[src/rtl/fuse_pkg.sv]
package fuse_pkg;
    localparam logic [15:0] A_CTRL  = 16'h0020;
    localparam logic [15:0] A_ERR   = 16'h0024;
    localparam logic [15:0] A_CLR   = 16'h0028;
    localparam logic [15:0] A_KEY   = 16'h002C;
    localparam logic [15:0] A_PWSW  = 16'h0054;
    localparam logic [15:0] A_WIN   = 16'h1000;
    localparam logic [31:0] UNLOCK_KEY = 32'h0000_8810;
    localparam int ERR_W = 14;

    typedef enum logic [1:0] {ST_IDLE, ST_BURN, ST_VERIFY} fsm_t;

    typedef struct packed {
        logic lock_wr;
        logic margin;
        logic dbl;
        logic chk;
        logic rd_pwr;
    } ctrl_t;

    typedef struct packed {
        logic prog_en;
        logic enk2;
        logic enk1;
    } pwsw_t;
endpackage

[src/rtl/fuse_settle.sv]
module fuse_settle #(
    parameter int CYC = 16
) (
    input  logic clk,
    input  logic rst_n,
    input  logic restart,
    output logic stable
);
    localparam int CW = $clog2(CYC + 1);
    logic [CW-1:0] cnt_q;

    always_ff @(posedge clk or negedge rst_n) begin
        if (!rst_n)
            cnt_q <= '0;
        else if (restart)
            cnt_q <= CW'(CYC);
        else if (cnt_q != '0)
            cnt_q <= cnt_q - 1'b1;
    end

    assign stable = (cnt_q == '0);
endmodule

[src/rtl/fuse_array.sv]
module fuse_array #(
    parameter int NBLK = 24,
    parameter int BW   = 32,
    parameter int IW   = 5
) (
    input  logic             clk,
    input  logic             rst_n,
    input  logic             wr_en,
    input  logic             wr_dbl,
    input  logic [IW-1:0]    wr_idx,
    input  logic [BW-1:0]    wr_data,
    input  logic             lk_set,
    input  logic [IW-1:0]    a_idx,
    output logic [BW-1:0]    a_pri,
    output logic [BW-1:0]    a_bak,
    output logic             a_lock,
    input  logic [IW-1:0]    b_idx,
    output logic [BW-1:0]    b_pri,
    output logic [BW-1:0]    b_bak,
    output logic [NBLK*BW-1:0] pri_flat,
    output logic [NBLK-1:0]  lock_vec
);
    logic [NBLK*BW-1:0] bak_flat;

    for (genvar g = 0; g < NBLK; g++) begin : g_blk
        logic [BW-1:0] pri_q, bak_q;
        logic          lk_q;
        logic          hit;
        assign hit = (wr_idx == IW'(g));

        always_ff @(posedge clk or negedge rst_n) begin
            if (!rst_n) begin
                pri_q <= '0;
                bak_q <= '0;
                lk_q  <= 1'b0;
            end else begin
                if (wr_en && hit) begin
                    pri_q <= pri_q | wr_data;
                    if (wr_dbl)
                        bak_q <= bak_q | wr_data;
                end
                if (lk_set && hit)
                    lk_q <= 1'b1;
            end
        end

        assign pri_flat[g*BW +: BW] = pri_q;
        assign bak_flat[g*BW +: BW] = bak_q;
        assign lock_vec[g]          = lk_q;
    end

    always_comb begin
        a_pri  = '0;
        a_bak  = '0;
        a_lock = 1'b0;
        b_pri  = '0;
        b_bak  = '0;
        for (int i = 0; i < NBLK; i++) begin
            if (a_idx == IW'(i)) begin
                a_pri  = pri_flat[i*BW +: BW];
                a_bak  = bak_flat[i*BW +: BW];
                a_lock = lock_vec[i];
            end
            if (b_idx == IW'(i)) begin
                b_pri = pri_flat[i*BW +: BW];
                b_bak = bak_flat[i*BW +: BW];
            end
        end
    end
endmodule

[src/rtl/fuse_seq.sv]
module fuse_seq
    import fuse_pkg::*;
#(
    parameter int BW = 32,
    parameter int IW = 5
) (
    input  logic          clk,
    input  logic          rst_n,
    input  logic          start,
    input  logic          ok,
    input  logic [IW-1:0] idx,
    input  logic [BW-1:0] data,
    input  logic          dbl,
    input  logic          chk,
    input  logic          lk,
    input  logic [BW-1:0] b_pri,
    input  logic [BW-1:0] b_bak,
    output logic          busy,
    output logic          wr_en,
    output logic          wr_dbl,
    output logic [IW-1:0] wr_idx,
    output logic [BW-1:0] wr_data,
    output logic          lk_set,
    output logic          err_chk,
    output logic          err_rej
);
    fsm_t state_q, state_d;
    logic [IW-1:0] idx_q;
    logic [BW-1:0] data_q;
    logic dbl_q, chk_q, lk_q;
    logic mismatch;

    always_ff @(posedge clk or negedge rst_n) begin
        if (!rst_n) state_q <= ST_IDLE;
        else        state_q <= state_d;
    end

    always_ff @(posedge clk or negedge rst_n) begin
        if (!rst_n) begin
            idx_q  <= '0;
            data_q <= '0;
            dbl_q  <= 1'b0;
            chk_q  <= 1'b0;
            lk_q   <= 1'b0;
        end else if (state_q == ST_IDLE && start && ok) begin
            idx_q  <= idx;
            data_q <= data;
            dbl_q  <= dbl;
            chk_q  <= chk;
            lk_q   <= lk;
        end
    end

    always_comb begin
        state_d = state_q;
        unique case (state_q)
            ST_IDLE:   if (start && ok) state_d = ST_BURN;
            ST_BURN:   state_d = ST_VERIFY;
            ST_VERIFY: state_d = ST_IDLE;
            default:   state_d = ST_IDLE;
        endcase
    end

    assign mismatch = chk_q && ((b_pri != data_q) || (dbl_q && (b_bak != data_q)));

    always_comb begin
        busy    = 1'b0;
        wr_en   = 1'b0;
        lk_set  = 1'b0;
        err_chk = 1'b0;
        err_rej = 1'b0;
        unique case (state_q)
            ST_IDLE:   err_rej = start && !ok;
            ST_BURN: begin
                busy  = 1'b1;
                wr_en = 1'b1;
            end
            ST_VERIFY: begin
                busy    = 1'b1;
                err_chk = mismatch;
                lk_set  = lk_q && !mismatch;
            end
            default: ;
        endcase
    end

    assign wr_dbl  = dbl_q;
    assign wr_idx  = idx_q;
    assign wr_data = data_q;
endmodule

[src/rtl/fuse_ctrl.sv]
module fuse_ctrl
    import fuse_pkg::*;
#(
    parameter int NBLK       = 24,
    parameter int ADDR_W     = 16,
    parameter int SETTLE_CYC = 16
) (
    input  logic              clk,
    input  logic              rst_n,
    input  logic              bus_req,
    input  logic              bus_we,
    input  logic [ADDR_W-1:0] bus_addr,
    input  logic [31:0]       bus_wdata,
    output logic [31:0]       bus_rdata,
    output logic              bus_rvalid,
    output logic              busy
);
    localparam int BW = 32;
    localparam int IW = (NBLK > 1) ? $clog2(NBLK) : 1;

    ctrl_t             ctrl_q;
    pwsw_t             pw_q;
    logic [31:0]       key_q;
    logic [ERR_W-1:0]  err_q;
    logic [ERR_W-1:0]  err_set;
    logic [ERR_W-1:0]  clr_mask;

    logic              req_wr, req_rd;
    logic [ADDR_W-1:0] off;
    logic              in_win, blk_ok;
    logic [IW-1:0]     blk_idx;
    logic              stable, restart, prog_ok, pwr_rd_on;

    logic [BW-1:0]     a_pri, a_bak, b_pri, b_bak;
    logic              a_lock;
    logic [NBLK*BW-1:0] pri_flat;
    logic [NBLK-1:0]   lock_vec;

    logic              wr_en, wr_dbl, lk_set, err_chk, err_rej;
    logic [IW-1:0]     wr_idx;
    logic [BW-1:0]     wr_data;

    logic [31:0]       rd_val;
    logic              rd_err;

    assign req_wr  = bus_req && bus_we && !busy;
    assign req_rd  = bus_req && !bus_we;
    assign off     = bus_addr - ADDR_W'(A_WIN);
    assign in_win  = (bus_addr >= ADDR_W'(A_WIN));
    assign blk_ok  = in_win && (off[1:0] == 2'b00) && ((off >> 2) < ADDR_W'(NBLK));
    assign blk_idx = off[IW+1:2];

    assign restart = req_wr && (
        ((bus_addr == ADDR_W'(A_CTRL)) && (bus_wdata[0] != ctrl_q.rd_pwr)) ||
        ((bus_addr == ADDR_W'(A_PWSW)) && (bus_wdata[1:0] != {pw_q.enk2, pw_q.enk1})));

    assign prog_ok = blk_ok && (key_q == UNLOCK_KEY) && pw_q.prog_en &&
                     pw_q.enk1 && !pw_q.enk2 && stable && !a_lock;
    assign pwr_rd_on = ctrl_q.rd_pwr && stable;

    fuse_settle #(.CYC(SETTLE_CYC)) u_settle (
        .clk     (clk),
        .rst_n   (rst_n),
        .restart (restart),
        .stable  (stable)
    );

    fuse_array #(.NBLK(NBLK), .BW(BW), .IW(IW)) u_array (
        .clk      (clk),
        .rst_n    (rst_n),
        .wr_en    (wr_en),
        .wr_dbl   (wr_dbl),
        .wr_idx   (wr_idx),
        .wr_data  (wr_data),
        .lk_set   (lk_set),
        .a_idx    (blk_idx),
        .a_pri    (a_pri),
        .a_bak    (a_bak),
        .a_lock   (a_lock),
        .b_idx    (wr_idx),
        .b_pri    (b_pri),
        .b_bak    (b_bak),
        .pri_flat (pri_flat),
        .lock_vec (lock_vec)
    );

    fuse_seq #(.BW(BW), .IW(IW)) u_seq (
        .clk     (clk),
        .rst_n   (rst_n),
        .start   (req_wr && in_win),
        .ok      (prog_ok),
        .idx     (blk_idx),
        .data    (bus_wdata),
        .dbl     (ctrl_q.dbl),
        .chk     (ctrl_q.chk),
        .lk      (ctrl_q.lock_wr),
        .b_pri   (b_pri),
        .b_bak   (b_bak),
        .busy    (busy),
        .wr_en   (wr_en),
        .wr_dbl  (wr_dbl),
        .wr_idx  (wr_idx),
        .wr_data (wr_data),
        .lk_set  (lk_set),
        .err_chk (err_chk),
        .err_rej (err_rej)
    );

    // register file
    always_ff @(posedge clk or negedge rst_n) begin
        if (!rst_n) begin
            ctrl_q <= '0;
            pw_q   <= '0;
            key_q  <= '0;
        end else if (req_wr) begin
            if (bus_addr == ADDR_W'(A_CTRL)) ctrl_q <= ctrl_t'(bus_wdata[4:0]);
            if (bus_addr == ADDR_W'(A_PWSW)) pw_q   <= pwsw_t'(bus_wdata[2:0]);
            if (bus_addr == ADDR_W'(A_KEY))  key_q  <= bus_wdata;
        end
    end

    // window read path
    always_comb begin
        rd_val = '0;
        rd_err = 1'b0;
        if (blk_ok) begin
            if (!pwr_rd_on) begin
                rd_val = a_pri | a_bak;
                rd_err = 1'b1;
            end else if (ctrl_q.dbl) begin
                rd_val = a_pri | a_bak;
                rd_err = (a_pri != a_bak);
            end else begin
                rd_val = a_pri;
            end
        end
    end

    // sticky errors, set wins over clear
    assign err_set  = {{(ERR_W-3){1'b0}}, req_rd && rd_err, err_rej, err_chk};
    assign clr_mask = (req_wr && bus_addr == ADDR_W'(A_CLR)) ? bus_wdata[ERR_W-1:0] : '0;

    always_ff @(posedge clk or negedge rst_n) begin
        if (!rst_n) err_q <= '0;
        else        err_q <= (err_q & ~clr_mask) | err_set;
    end

    always_ff @(posedge clk or negedge rst_n) begin
        if (!rst_n) begin
            bus_rdata  <= '0;
            bus_rvalid <= 1'b0;
        end else begin
            bus_rvalid <= req_rd;
            if (req_rd) begin
                if (in_win)                            bus_rdata <= rd_val;
                else if (bus_addr == ADDR_W'(A_CTRL))  bus_rdata <= {27'b0, ctrl_q};
                else if (bus_addr == ADDR_W'(A_ERR))   bus_rdata <= {{(32-ERR_W){1'b0}}, err_q};
                else if (bus_addr == ADDR_W'(A_KEY))   bus_rdata <= key_q;
                else if (bus_addr == ADDR_W'(A_PWSW))  bus_rdata <= {29'b0, pw_q};
                else                                   bus_rdata <= '0;
            end
        end
    end
endmodule

[config.mk]
export PLATFORM = sky130hd
export DESIGN_NAME = fuse_ctrl
export DESIGN_NICKNAME = d
export VERILOG_FILES = /design/src/rtl/fuse_pkg.sv /design/src/rtl/fuse_settle.sv /design/src/rtl/fuse_array.sv /design/src/rtl/fuse_seq.sv /design/src/rtl/fuse_ctrl.sv
export SDC_FILE = /design/constraint.sdc
export NUM_CORES = 2
export LEC_CHECK = 0
export BUFFER_PORTS_ARGS = -buffer_cell sky130_fd_sc_hd__buf_2
export CORE_MARGIN = 4
export CORE_UTILIZATION = 35
export CTS_CLUSTER_SIZE = 28
export DETAILED_ROUTE_END_ITERATION = 10
export MAX_ROUTING_LAYER = met4
export PLACE_DENSITY = 0.57
export SLEW_MARGIN = 20
export SYNTH_ARGS = -nofsm -noshare
export SYNTH_HDL_FRONTEND = slang
export SYNTH_SLANG_ARGS = --single-unit
[constraint.sdc]
create_clock -name clk -period 7.39 [get_ports clk]
set_input_delay 0.3695 -clock clk [delete_from_list [all_inputs] [get_ports clk]]
set_output_delay 0.3695 -clock clk [all_outputs]
set_load 0.005 [all_outputs]
# ---- Word level (Yosys, flattened, before mapping)
# Cells that the tools add are included.
dict set report word_totals {
  ff_bits 1694
  inputBits 52
  output_inout_bits 34
  word_cells 464
}
dict set report classes {
  addsub 2
  order_cmp 2
  eq_ne 60
  mux 141
  bitwise_logic 52
  reduce_logical 116
}
# cell n
set op_table {}
lappend op_table {{$mux 32} 103}
lappend op_table {{$or 32x32->32} 49}
lappend op_table {{$ne 32x32->1} 3}
lappend op_table {{$eq 5x4->1 const B} 16}
lappend op_table {{$eq 5x5->1 const B} 16}
lappend op_table {{$logic_and 1x1->1} 73}
lappend op_table {{$eq 16x6->1 const B} 4}
lappend op_table {{$reduce_and 2->1} 27}
lappend op_table {{$eq 5x3->1 const B} 8}
lappend op_table {{$eq 32x16->1 const B} 1}
lappend op_table {{$mux 1} 32}
lappend op_table {{$eq 5x2->1 const B} 4}
lappend op_table {{$eq 16x7->1 const B} 1}
lappend op_table {{$ge 16x13->1 const B} 1}
lappend op_table {{$sub 16x13->16 const B} 1}
lappend op_table {{$logic_not 5->1} 3}
lappend op_table {{$and 14x14->14} 1}
lappend op_table {{$lt 14x5->1 const B} 1}
lappend op_table {{$mux 14} 1}
lappend op_table {{$not 14->14} 1}
lappend op_table {{$or 14x3->14} 1}
lappend op_table {{$eq 5x1->1 const B} 2}
lappend op_table {{$mux 5} 2}
lappend op_table {{$logic_not 1->1} 6}
lappend op_table {{other kinds (14)} 16}

# ---- Longest topological paths before layout
dict set report logic_depth {
  depth_word 33
  ltp_mapped 21
  ltp_nobuf 17
}

# ---- Modules after synthesis
# From an unflattened synthesis, not the netlist that was laid out.
dict set report hier_totals {
  cells_unflattened 8174
  area_unflattened_um2 86444.2
}
# module n_inst cells_each area_per_inst_um2
set by_module_without_submodules {}
lappend by_module_without_submodules {fuse_array 1 7433 78896.9}
lappend by_module_without_submodules {fuse_ctrl 1 528 4969.8}
lappend by_module_without_submodules {fuse_seq 1 187 2322.2}
lappend by_module_without_submodules {fuse_settle 1 26 255.2}

# ---- Worst setup path before layout
# Ideal clock, no wire load.
dict set report synth_path {
  path_type {input to register}
  startpoint {input bus_addr[2]}
  endpoint {register err_q[2]}
  setup_ns 0.137
  arrival_ns 4.353
  required_ns 7.253
  slack_ns 2.900
  stages 17
  path_cell_list {buf_2 -> clkbuf_1 -> clkbuf_1 -> clkbuf_1 -> buf_2 -> buf_1 -> clkbuf_1 -> buf_1 -> o21ai_0 -> o22ai_1 -> a21oi_1 -> a221oi_1 -> ha_1 -> nor4_1 -> nand4_1 -> o31ai_1 -> o21ai_0}
}
dict set report synth_via {
  elab_chain_cells 32
  elab_cells_between_ends 88
}
# item line_no
set synth_rtl {}
lappend synth_rtl {{start: declaration} fuse_ctrl.sv:12} ;# input logic [ADDR_W-1:0] bus_addr,
lappend synth_rtl {{$sub 16x13->16} fuse_ctrl.sv:48} ;# assign off = bus_addr - ADDR_W'(A_WIN);
lappend synth_rtl {{$logic_not 5->1} fuse_array.sv:59} ;# if (a_idx == IW'(i)) begin
lappend synth_rtl {{$mux 32 (24 in a row)} fuse_array.sv:59}
lappend synth_rtl {{$ne 32x32->1} fuse_ctrl.sv:132} ;# rd_err = (a_pri != a_bak);
lappend synth_rtl {{$mux 1} fuse_ctrl.sv:130} ;# end else if (ctrl_q.dbl) begin
lappend synth_rtl {{$mux 1} fuse_ctrl.sv:127} ;# if (!pwr_rd_on) begin
lappend synth_rtl {{$mux 1} fuse_ctrl.sv:126} ;# if (blk_ok) begin
lappend synth_rtl {{$logic_and 1x1->1} fuse_ctrl.sv:140} ;# assign err_set = {{(ERR_W-3){1'b0}}, req_rd && rd_err, err_rej, err_chk};
lappend synth_rtl {{$or 14x3->14 (*)} fuse_ctrl.sv:145} ;# else err_q <= (err_q & ~clr_mask) | err_set;
lappend synth_rtl {{end signal: assignment} fuse_ctrl.sv:145}
lappend synth_rtl {{end: declaration} fuse_ctrl.sv:24} ;# logic [ERR_W-1:0] err_q;
# Every way passes the cells marked *; elsewhere a longest branch is shown, timed or not.
# A chain may end at the register's enable or synchronous reset.

# ---- Final worst setup path
dict set report layout_path {
  startpoint {register u_seq.idx_q[1] (netlist: u_seq.wr_idx[1])}
  endpoint {register u_array.g_blk[11].lk_q}
}
dict set report layout_via {
  elab_chain_cells 33
  elab_cells_between_ends 81
}
# item line_no
set layout_rtl {}
lappend layout_rtl {{start: declaration} fuse_seq.sv:28} ;# logic [IW-1:0] idx_q;
lappend layout_rtl {{start signal: assignment} fuse_seq.sv:46} ;# idx_q <= idx;
lappend layout_rtl {{$logic_not 5->1} fuse_array.sv:64} ;# if (b_idx == IW'(i)) begin
lappend layout_rtl {{$mux 32 (24 in a row)} fuse_array.sv:64}
lappend layout_rtl {{$ne 32x32->1} fuse_seq.sv:64} ;# assign mismatch = chk_q && ((b_pri != data_q) || (dbl_q && (b_bak != data_q)));
lappend layout_rtl {{$logic_and 1x1->1} fuse_seq.sv:64}
lappend layout_rtl {{$logic_or 1x1->1} fuse_seq.sv:64}
lappend layout_rtl {{$logic_and 1x1->1} fuse_seq.sv:64}
lappend layout_rtl {{$logic_not 1->1} fuse_seq.sv:81} ;# lk_set = lk_q && !mismatch;
lappend layout_rtl {{$logic_and 1x1->1} fuse_seq.sv:81}
lappend layout_rtl {{$mux 1} fuse_seq.sv:72} ;# unique case (state_q)
lappend layout_rtl {{$logic_and 1x1->1 (*)} fuse_array.sv:42} ;# if (lk_set && hit)
lappend layout_rtl {{end signal: assignment} fuse_array.sv:35} ;# lk_q <= 1'b0;
lappend layout_rtl {{end signal: assignment} fuse_array.sv:43} ;# lk_q <= 1'b1;
lappend layout_rtl {{end: declaration} fuse_array.sv:27} ;# logic lk_q;
# Marked as above.

==> results.ini <==
[power]
ir_drop_uv=241
p_per_area_nw_per_um2=212
p_leak_nw=57.0

[run]
maxCapViolations=1

[yosys]
yosys-top-cells-area=dfrtp_1, a21o_1, a22oi_1
ys.warnings.count=0
synth_seq_cells=1694
syn-cell-area_um2=84900
synth_edf_count=0
synth_area_leader_cell=dfrtp_1
synth_cell_types=103
avgSynthCellArea_um2=10.3
yosysSeqAreaShare_pct=49.9
synth_common_cells=dfrtp_1, a21o_1, clkbuf_1, a22oi_1, a21oi_1
async_reset_ff_share_pct=100
syn-num-nets=8352
synth_top_cell_area_share_pct=49.9
syn_inst=8262
ys.flop_type=dfrtp_1
yosysMostFrequentCell=dfrtp_1

[critical_path]
crit_type=flop to flop
cp-end-kind=flop
worst-endpoint-required_ns=8.17
start_kind=flop
cp_common_cell=buf_4
cp_max_fo=37
crit_chain=buf_12, nor2b_4, buf_4, a21oi_1, o221ai_1, a21oi_1, mux2i_1, buf_4, nor4_2, buf_4, nand4_1, o41ai_2, buf_4, a41oi_4, buf_12, o21bai_2
slowest_stage=dfrtp_4
slowest_delay_ns=1.03
crit_arrival_ns=7.58

[cts]
path_clk_slew_ns=0.06
h-tree-depth=4
cts.sinks=1694
clockBufferDepth=3
cts_tree=yes
cts_made_buffers=199
insertion_delay_ns=0.90
root_buffer=clkbuf_16

[drt]
num_vias=89200
viasPerCell=7.59
drt-initial-drc-count=18000
drt_first_pass_iters=10
wl_per_cell_um=56.7
drc=0
ant_nets=0
wirelength_um=666000

[status]
status=finished with violations
violations=hold timing, capacitance limit

[sta]
rsz0062_at_grt=false
fin_setup_tns_ns=0
hold_viol_final=3
clock_skew_ns=0.0445
fin_crit_sh_pct=92.0
hold_ws_ns=-0.0249
fmax_ghz=0.147
finalMaxSlewViolations=0
setup_slack_ns=0.591
period_needed_ns=6.80
finalSetupViolations=0
maxSlewHeadroom_pct=0.690
tightest_slew_ns=1.47

[grt]
globalRouteOverflowTotal=0
gr-usage-met2_pct=72.6
grt_pass1_wl_um=859000
grt_max_degree=166
antenna_found_initial=97
grtUsageMet1_pct=59.5
grt_pass1_vias=83500
busiest_layer=met2
track_usage_pct=53.4
gr-usage-met3_pct=21.5

[die]
core_um2=241000
die_h_um=500
ioPinCount=86
fp.dieW_um=500
start_util_pct=35.2
num_rows=180
die_area_um2=250000

[place]
io_buffers=85
place.gp.congestion=1.14
post-dp-hpwl_um=455000
pre_cts_slack_ns=1.07

[worst_hold_path]
hp-class=input port to asynchronous set/reset pin

[cells_and_area]
fin_nets=8378
layout-area-overhead-vs-synth_pct=16.9
drive_gt1_share_pct=16.6

[logic make-up after synthesis]
family                   Yosys count  share of synthesized area [%]
AO/OA/AOI/OAI                   3787                           32.0
flip-flops                      1694                           49.9
AND/OR/NAND/NOR                 1416                           7.93
buffers and inverters            925                           4.46
multiplexers                     366                           4.75
adder cells (fa/ha/maj)           38                          0.560
XOR/XNOR                          36                          0.371
[layout make-up]
cell class	count	area, um^2
fill	23600	142000
tap	3185	3990
inverter	36	140
multi-input combinational	5643	39500
clock buffer	286	5730
clock inverter	78	1170
timing repair buffer	714	6010
sequential	1694	42400
antenna	112	280
[timing repair]
action / CTS / global route
hold buffers: 35 / 0
endpoints found under the hold margin: 172 / 0
gates resized for setup: 0 / 0
buffers inserted: 0 / 0
[state kept, by name, indices dropped and copies added (netlist names), 14 cells and up]
name / cells
u_array.g_blk.pri_q: 768
bus_rdata: 32
u_seq.wr_data: 32
err_q: 14
u_array.g_blk.lk_q: 24
key_q: 32
u_array.g_blk.bak_q: 768
[path summary, 6_finish.rpt]
| check | from | end | slack [ns] | cells past startpoint |
|---|---|---|---|---|
| max | u_seq.wr_idx[1]$_DFFE_PN0P_ | u_array.g_blk[11].lk_q$_DFFE_PN0P_ | 0.59 | 16 |
| min | rst_n | u_array.g_blk[20].bak_q[28]$_DFFE_PN0P_ | -0.02 | 2 |
| max reg2reg | u_seq.wr_idx[1]$_DFFE_PN0P_ | u_array.g_blk[11].lk_q$_DFFE_PN0P_ | 0.59 | 16 |
| min reg2reg | u_array.g_blk[22].lk_q$_DFFE_PN0P_ | u_array.g_blk[22].lk_q$_DFFE_PN0P_ | 0.47 | 1 |
| max in group asynchronous | rst_n | u_array.g_blk[8].pri_q[9]$_DFFE_PN0P_ | 5.02 | 4 |
| min in group clk | bus_req | bus_rdata[2]$_DFFE_PN0P_ | 0.03 | 5 |
[power breakdown]
group | leakage (nW) | switching, W | internal [W] | total, W
registers | 23.5 | 0.0000215 | 0.00931 | 0.00933
logic | 30.1 | 0.000770 | 0.000225 | 0.000995
clock network | 3.36 | 0.00454 | 0.00620 | 0.0107
total | 57.0 | 0.00533 | 0.0157 | 0.0211
[routing by layer]
layer	vias to the layer above	share of wire, %
met5	-	0
met4	0	12
met3	3275	13
met2	8865	40
met1	45700	35
li1	31300	-
[critical path, delay by kind of cell, from the launching register on]
kind,cells,cell delay (ns)
AO/OA/AOI/OAI,6,1.82
AND/OR/NAND/NOR,3,1.78
buffers and inverters,6,1.63
flip-flops,1,1.03
multiplexers,1,0.22
[cell usage in the layout (no fill, tap or decap), types with 73 or more instances in the layout]
| cell | n |
|---|---|
| a21o_1 | 1545 |
| a21oi_1 | 457 |
| a221oi_1 | 137 |
| a222oi_1 | 73 |
| a22oi_1 | 492 |
| buf_2 | 87 |
| buf_4 | 525 |
| clkbuf_16 | 200 |
| dfrtp_1 | 1657 |
| diode_2 | 112 |
| mux2_2 | 133 |
| mux2i_1 | 213 |
| nand2_1 | 436 |
| nand3_1 | 127 |
| nand4_1 | 91 |
| nor2_1 | 345 |
| nor3_1 | 78 |
| o21ai_0 | 349 |
| o22ai_1 | 134 |
[per-stage QoR]
step | area, um^2 | hold WS, ns | instances | utilization, % | power (W)
5_1_grt | 99200 | 0.0448 | 11700 | 41.2 | 0.0214
3_3_place_gp | 91500 | 0.349 | 11200 | 38.0 | 0.0104
6_report | 99300 | -0.0249 | 11700 | 41.2 | 0.0211
2_1_floorplan | 84900 | 0.0739 | 8262 | - | 0.00979
3_5_place_dp | 91500 | 0.362 | 11200 | 38.0 | 0.0104
4_1_cts | 98800 | 0.0169 | 11600 | 41.0 | 0.0210
No activity file was read; power rests on OpenSTA's default activity.
